==> src/rtl/cbc_pkg.sv <==
package cbc_pkg;
  typedef enum logic [2:0] {
    ST_IDLE,
    ST_CHG,
    ST_GAP1,
    ST_DIS,
    ST_GAP2
  } inj_state_e;

  localparam int unsigned CODE_W = 2;
endpackage

==> src/rtl/cbc_sync.sv <==
module cbc_sync #(
  parameter int unsigned W = 1
) (
  input  logic         clk_i,
  input  logic         rst_ni,
  input  logic [W-1:0] d_i,
  output logic [W-1:0] q_o
);
  logic [W-1:0] s1_q, s2_q;

  always_ff @(posedge clk_i or negedge rst_ni) begin
    if (!rst_ni) begin
      s1_q <= '0;
      s2_q <= '0;
    end else begin
      s1_q <= d_i;
      s2_q <= s1_q;
    end
  end

  assign q_o = s2_q;
endmodule

==> src/rtl/cbc_inject_seq.sv <==
module cbc_inject_seq
  import cbc_pkg::*;
#(
  parameter int unsigned LEN0    = 70,
  parameter int unsigned LEN1    = 87,
  parameter int unsigned LEN2    = 100,
  parameter int unsigned LEN3    = 120,
  parameter int unsigned GAP_CYC = 2
) (
  input  logic              clk_i,
  input  logic              rst_ni,
  input  logic              comp_s_i,
  input  logic [CODE_W-1:0] code_i,
  output logic              fire_o,
  output logic              phi_chg_o,
  output logic              phi_dis_o,
  output logic              mono_o
);
  localparam int unsigned MAX01 = (LEN0 > LEN1) ? LEN0 : LEN1;
  localparam int unsigned MAX23 = (LEN2 > LEN3) ? LEN2 : LEN3;
  localparam int unsigned MAXL  = (MAX01 > MAX23) ? MAX01 : MAX23;
  localparam int unsigned MAXT  = (MAXL > GAP_CYC) ? MAXL : GAP_CYC;
  localparam int unsigned TW    = $clog2(MAXT + 1);

  inj_state_e    st_q, st_d;
  logic [TW-1:0] tmr_q, tmr_d;
  logic [TW-1:0] len_q, len_d;
  logic [TW-1:0] len_sel;
  logic          comp_q;
  logic          rise;

  always_comb begin
    unique case (code_i)
      2'd0:    len_sel = TW'(LEN0);
      2'd1:    len_sel = TW'(LEN1);
      2'd2:    len_sel = TW'(LEN2);
      default: len_sel = TW'(LEN3);
    endcase
  end

  assign rise   = comp_s_i & ~comp_q;
  assign fire_o = (st_q == ST_IDLE) & rise;

  always_comb begin
    st_d  = st_q;
    tmr_d = tmr_q;
    len_d = len_q;
    unique case (st_q)
      ST_IDLE: if (rise) begin
        st_d  = ST_CHG;
        len_d = len_sel;
        tmr_d = len_sel - TW'(1);
      end
      ST_CHG: if (tmr_q == '0) begin
        st_d  = ST_GAP1;
        tmr_d = TW'(GAP_CYC - 1);
      end else tmr_d = tmr_q - TW'(1);
      ST_GAP1: if (tmr_q == '0) begin
        st_d  = ST_DIS;
        tmr_d = len_q - TW'(1);
      end else tmr_d = tmr_q - TW'(1);
      ST_DIS: if (tmr_q == '0) begin
        st_d  = ST_GAP2;
        tmr_d = TW'(GAP_CYC - 1);
      end else tmr_d = tmr_q - TW'(1);
      ST_GAP2: if (tmr_q == '0) st_d = ST_IDLE;
               else tmr_d = tmr_q - TW'(1);
      default: st_d = ST_IDLE;
    endcase
  end

  always_ff @(posedge clk_i or negedge rst_ni) begin
    if (!rst_ni) begin
      st_q   <= ST_IDLE;
      tmr_q  <= '0;
      len_q  <= '0;
      comp_q <= 1'b0;
    end else begin
      st_q   <= st_d;
      tmr_q  <= tmr_d;
      len_q  <= len_d;
      comp_q <= comp_s_i;
    end
  end

  assign phi_chg_o = (st_q == ST_CHG);
  assign phi_dis_o = (st_q == ST_DIS);
  assign mono_o    = (st_q == ST_CHG) | (st_q == ST_GAP1) | (st_q == ST_DIS);

  AST_NO_OVERLAP: assert property (@(posedge clk_i) disable iff (!rst_ni)
    !(phi_chg_o && phi_dis_o));
  AST_DEAD_FIRST: assert property (@(posedge clk_i) disable iff (!rst_ni)
    $fell(phi_chg_o) |-> !phi_dis_o);
  AST_DEAD_SECOND: assert property (@(posedge clk_i) disable iff (!rst_ni)
    $fell(phi_chg_o) |=> !phi_dis_o);
  AST_DIS_THEN_REST: assert property (@(posedge clk_i) disable iff (!rst_ni)
    $fell(phi_dis_o) |-> !phi_chg_o);
  AST_CHG_ONLY_FROM_FIRE: assert property (@(posedge clk_i) disable iff (!rst_ni)
    $rose(phi_chg_o) |-> $past(fire_o));
endmodule

==> src/rtl/cbc_win_counter.sv <==
module cbc_win_counter #(
  parameter int unsigned CNT_W = 12
) (
  input  logic             clk_i,
  input  logic             rst_ni,
  input  logic             win_s_i,
  input  logic             inc_i,
  output logic [CNT_W-1:0] res_o,
  output logic             ovf_o
);
  localparam logic [CNT_W-1:0] CNT_MAX = {CNT_W{1'b1}};

  logic [CNT_W-1:0] cnt_q, res_q;
  logic             ovf_q, win_q;
  logic             win_rise, win_fall;

  assign win_rise = win_s_i & ~win_q;
  assign win_fall = ~win_s_i & win_q;

  always_ff @(posedge clk_i or negedge rst_ni) begin
    if (!rst_ni) begin
      cnt_q <= '0;
      res_q <= '0;
      ovf_q <= 1'b0;
      win_q <= 1'b0;
    end else begin
      win_q <= win_s_i;
      if (win_rise) begin
        cnt_q <= '0;
        ovf_q <= 1'b0;
      end else if (win_s_i && inc_i) begin
        if (cnt_q == CNT_MAX) ovf_q <= 1'b1;
        else                  cnt_q <= cnt_q + 1'b1;
      end
      if (win_fall) res_q <= cnt_q;
    end
  end

  assign res_o = res_q;
  assign ovf_o = ovf_q;

  AST_NO_COUNT_CLOSED: assert property (@(posedge clk_i) disable iff (!rst_ni)
    !win_s_i |=> $stable(cnt_q));
  AST_SATURATE: assert property (@(posedge clk_i) disable iff (!rst_ni)
    (cnt_q == CNT_MAX && win_s_i && inc_i && !win_rise) |=> (cnt_q == CNT_MAX && ovf_q));
  AST_OVF_STICKY: assert property (@(posedge clk_i) disable iff (!rst_ni)
    (ovf_q && !win_rise) |=> ovf_q);
  AST_RESULT_HOLD: assert property (@(posedge clk_i) disable iff (!rst_ni)
    !win_fall |=> $stable(res_q));
endmodule

==> src/rtl/cbc_pulse_ctrl.sv <==
module cbc_pulse_ctrl
  import cbc_pkg::*;
#(
  parameter int unsigned LEN0    = 70,
  parameter int unsigned LEN1    = 87,
  parameter int unsigned LEN2    = 100,
  parameter int unsigned LEN3    = 120,
  parameter int unsigned GAP_CYC = 2,
  parameter int unsigned CNT_W   = 12
) (
  input  logic             clk_i,
  input  logic             rst_ni,
  input  logic             comp_i,
  input  logic             win_i,
  input  logic [1:0]       dly_code_i,
  output logic             phi_chg_o,
  output logic             phi_dis_o,
  output logic             mono_o,
  output logic [CNT_W-1:0] count_o,
  output logic             ovf_o
);
  logic [1:0] async_in, sync_out;
  logic       fire;

  assign async_in = {win_i, comp_i};

  cbc_sync #(.W(2)) u_sync (
    .clk_i  (clk_i),
    .rst_ni (rst_ni),
    .d_i    (async_in),
    .q_o    (sync_out)
  );

  cbc_inject_seq #(
    .LEN0(LEN0), .LEN1(LEN1), .LEN2(LEN2), .LEN3(LEN3), .GAP_CYC(GAP_CYC)
  ) u_seq (
    .clk_i     (clk_i),
    .rst_ni    (rst_ni),
    .comp_s_i  (sync_out[0]),
    .code_i    (dly_code_i),
    .fire_o    (fire),
    .phi_chg_o (phi_chg_o),
    .phi_dis_o (phi_dis_o),
    .mono_o    (mono_o)
  );

  cbc_win_counter #(.CNT_W(CNT_W)) u_cnt (
    .clk_i   (clk_i),
    .rst_ni  (rst_ni),
    .win_s_i (sync_out[1]),
    .inc_i   (fire),
    .res_o   (count_o),
    .ovf_o   (ovf_o)
  );
endmodule

==> config.mk <==
export PLATFORM = sky130hd
export DESIGN_NAME = cbc_pulse_ctrl
export DESIGN_NICKNAME = d
export VERILOG_FILES = /design/src/rtl/cbc_pkg.sv /design/src/rtl/cbc_sync.sv /design/src/rtl/cbc_inject_seq.sv /design/src/rtl/cbc_win_counter.sv /design/src/rtl/cbc_pulse_ctrl.sv
export SDC_FILE = /design/constraint.sdc
export NUM_CORES = 1
export LEC_CHECK = 0
export CAP_MARGIN = 0
export CELL_PAD_IN_SITES_DETAIL_PLACEMENT = 1
export CELL_PAD_IN_SITES_GLOBAL_PLACEMENT = 2
export CORE_MARGIN = 3
export CORE_UTILIZATION = 40
export DETAILED_ROUTE_END_ITERATION = 16
export DONT_BUFFER_PORTS = 1
export PLACE_DENSITY_LB_ADDON = 0.08
export SYNTH_ARGS = -nofsm -noshare
export SYNTH_HDL_FRONTEND = slang
export SYNTH_HIERARCHICAL = 1
export SYNTH_SLANG_ARGS = --single-unit
==> constraint.sdc <==
create_clock -name clk_i -period 2.4 [get_ports clk_i]
set_input_delay 0.24 -clock clk_i [delete_from_list [all_inputs] [get_ports clk_i]]
set_output_delay 0.24 -clock clk_i [all_outputs]
set_load 0.02 [all_outputs]
==> metrics.txt <==
Setup CP Type reg -> reg; met1 Use GR 0.2801; CTS H-tree depth 2; vias in the first global route 1975; crit path DAT ~2400 ps; Multi-input gate area 1250 um2; global routing's busiest layer met1; CTS Buf Count 5; wire per inst 18.13 um; area grow syn2layout 10.72%; Die H 85.57 um; routing usage on met3 0.03842; CTS tree built; design area between 2000 and 3000 um2; share of cells above drive strength 1 0.1500; Leakage 1.215 nW; max-cap violations 0; IO Pins 22; die area 7322 um2; FF+latch area between 1000 and 1500 um2; Worst-Margin Slew 699.2 ps; Post-DP HPWL 4442 um; period utilization 0.9048; clk root buf clkbuf_8; total power roughly 2.5 mW; RSZ-0062 raised after global routing false; Mapped Cells 248; Worst slew margin 0.5328; register area share after synthesis 0.4743; TritonRoute pass-1 iters 4; Fin Clk Skew roughly 7.6 ps; clk_lat worst skew 290 ps; top-area cell type share of the netlist area 0.4743; total inserted antenna cells 0; Initial Util 0.4203; vias per cell roughly 5.7; Residual DRC 0; status finished clean; Hold Crit Class in -> reg; Nets 270; ranking of synthesized cells by area dfrtp_1 (47%), mux2_2 (4.4%), nand2_1 (3.9%), xnor2_1 (2.8%), nand2b_1 (2.2%); Layout fillers 692; Hold Vio Cnt, Final 0; row count 28; via count 1901; Clock Tree Buf Depth 2; Mapped Area 2532 um2; GP Congestion 0.8038; CORE AREA 6026 um2; Synth Net Count 258; first-pass GRT wire length roughly 10000 um; Die Wd 85.57 um; max frequency 460.5 MHz; placed cell areas 2649 um2; WL final between 6000 and 7000 um; PwrDens 903.7 nW/um2; VDD IR-drop max 0.4145 mV; CP required roughly 2600 ps; most frequent cell after synthesis dfrtp_1; initial antenna violation count 0; Synth Flop Type dfrtp_1; remaining antenna violation count after routing 0; commonest cells in the netlist dfrtp_1 (48), nand2_1 (26), inv_1 (12); startpoint types flop; GRT overflow 0; fin crit period 2172 ps; Max Fanout on Critical Path 8; clk slew on worst S/H paths 90 ps; Setup TNS 0 ps; CTS sink cnt 48; largest net degree at the start of global routing 49; Slew Viols, Final 0; Unique masters post-synth 61; # setup viols final 0; Post-synth EDFFs 0; DP Worst Slack 111.7 ps; Synth Register Bits 48; total track usage 0.1779; dominant cell type by area after synthesis dfrtp_1; synth warn 6; async set or reset register ratio after synthesis 1.000; port bufs 0; DR iter-0 viols 114; mean post-synth cell area roughly 10 um2; Setup crit end kind flop; met2 Track Usage GR 0.2514; final worst setup slack 228.4 ps; hold_ws 109.7 ps
==> sequential cells by signal (all words and copies together) (netlist names) <==
signal and flops:
u_cnt/win_q 1, u_seq/tmr_q 7, u_cnt/cnt_q 12, u_sync/s1_q 2
u_cnt/res_o 12, u_sync/q_o 2, u_seq/comp_q 1, u_seq/st_q 3
u_seq/len_q 7, u_cnt/ovf_o 1
==> power by group <==
group	switching (mW)	leakage (nW)	internal, mW	total [mW]
sequential	0.174	0.619	0.949	1.12
clock	0.262	0.0410	0.199	0.461
combinational	0.530	0.555	0.420	0.950
==> critical path: stages (launching register included) <==
cell,delay (ps)
dfrtp_1,440
or2_1,240
or3_1,410
inv_2,150
nand2_1,110
nor2_1,370
nand4_1,180
mux2i_1,150
==> what timing repair did <==
| item | 4_1_cts | 5_1_grt |
|---|---|---|
| hold buffers | 4 | 0 |
| resized for setup | 0 | 2 |
| buffers inserted | 0 | 1 |
| endpoints found under the hold margin | 50 | 0 |
| setup endpoints to repair | 0 | 3 |
==> through the flow <==
step	std cells	util
detailed placement	323	0.4396
CTS	334	0.4620
finish	335	0.4653
global route	335	0.4653
floorplan	248	-
global placement	323	0.4396
==> layer usage <==
metal	part of all wire	up-vias
met5	0	-
met4	0.0064	0
met3	0.038	5
met2	0.41	32
met1	0.55	924
li1	-	940
==> final timing paths <==
check / from / to / depth (start not counted) / slack [ps]
max: u_seq/st_q[1] / u_cnt/cnt_q[5] / 7 / 230
min: dly_code_i[0] / u_seq/len_q[4] / 2 / 110
max reg2reg: u_seq/st_q[1] / u_cnt/cnt_q[5] / 7 / 230
min reg2reg: u_sync/s1_q[1] / u_sync/q_o[1] / 0 / 360
max in group asynchronous: rst_ni / u_cnt/res_o[4] / 2 / 1720
min in group asynchronous: rst_ni / u_seq/tmr_q[3] / 2 / 450
==> cells in the final DEF, fill, tap and decap left out, drive strengths merged, types with 4 or more instances in the layout <==
cell type	netlist	final
xnor2	8	8
buf	5	11
o21ai	11	11
inv	13	13
a31oi	5	5
nand2	26	26
nor3b	4	4
clkbuf	4	6
dfrtp	48	48
mux2	10	10
nand4	6	6
nor2	12	12
mux2i	4	4
o31ai	4	4
ha	4	4
nand2b	9	9
nor2b	5	5
nor3	5	5
a21oi	6	6
nand3	6	6
nor4	5	5
a211oi	6	6
==> cells by family (layout without fill, tap and decap cells) <==
logic type	Yosys count	after routing	synth area share
muxes	14	14	0.06028
DFF	48	48	0.4743
buffers and inverters	22	34	0.03705
AOI/OAI and AO/OA	55	55	0.1561
xor gates and xnor gates	8	8	0.02767
and+or+nand+nor	97	97	0.2248
adders and majority gates	4	4	0.01976
==> layout make-up <==
cell class / instances / share of cell area
clock inverter: 1 / 0.001785
multi-input combinational: 178 / 0.4458
inverter: 13 / 0.01740
timing repair buffer: 14 / 0.04730
tap: 75 / 0.03347
clock buffer: 6 / 0.02588
sequential: 48 / 0.4284
Power figures use the tool's default switching activity.
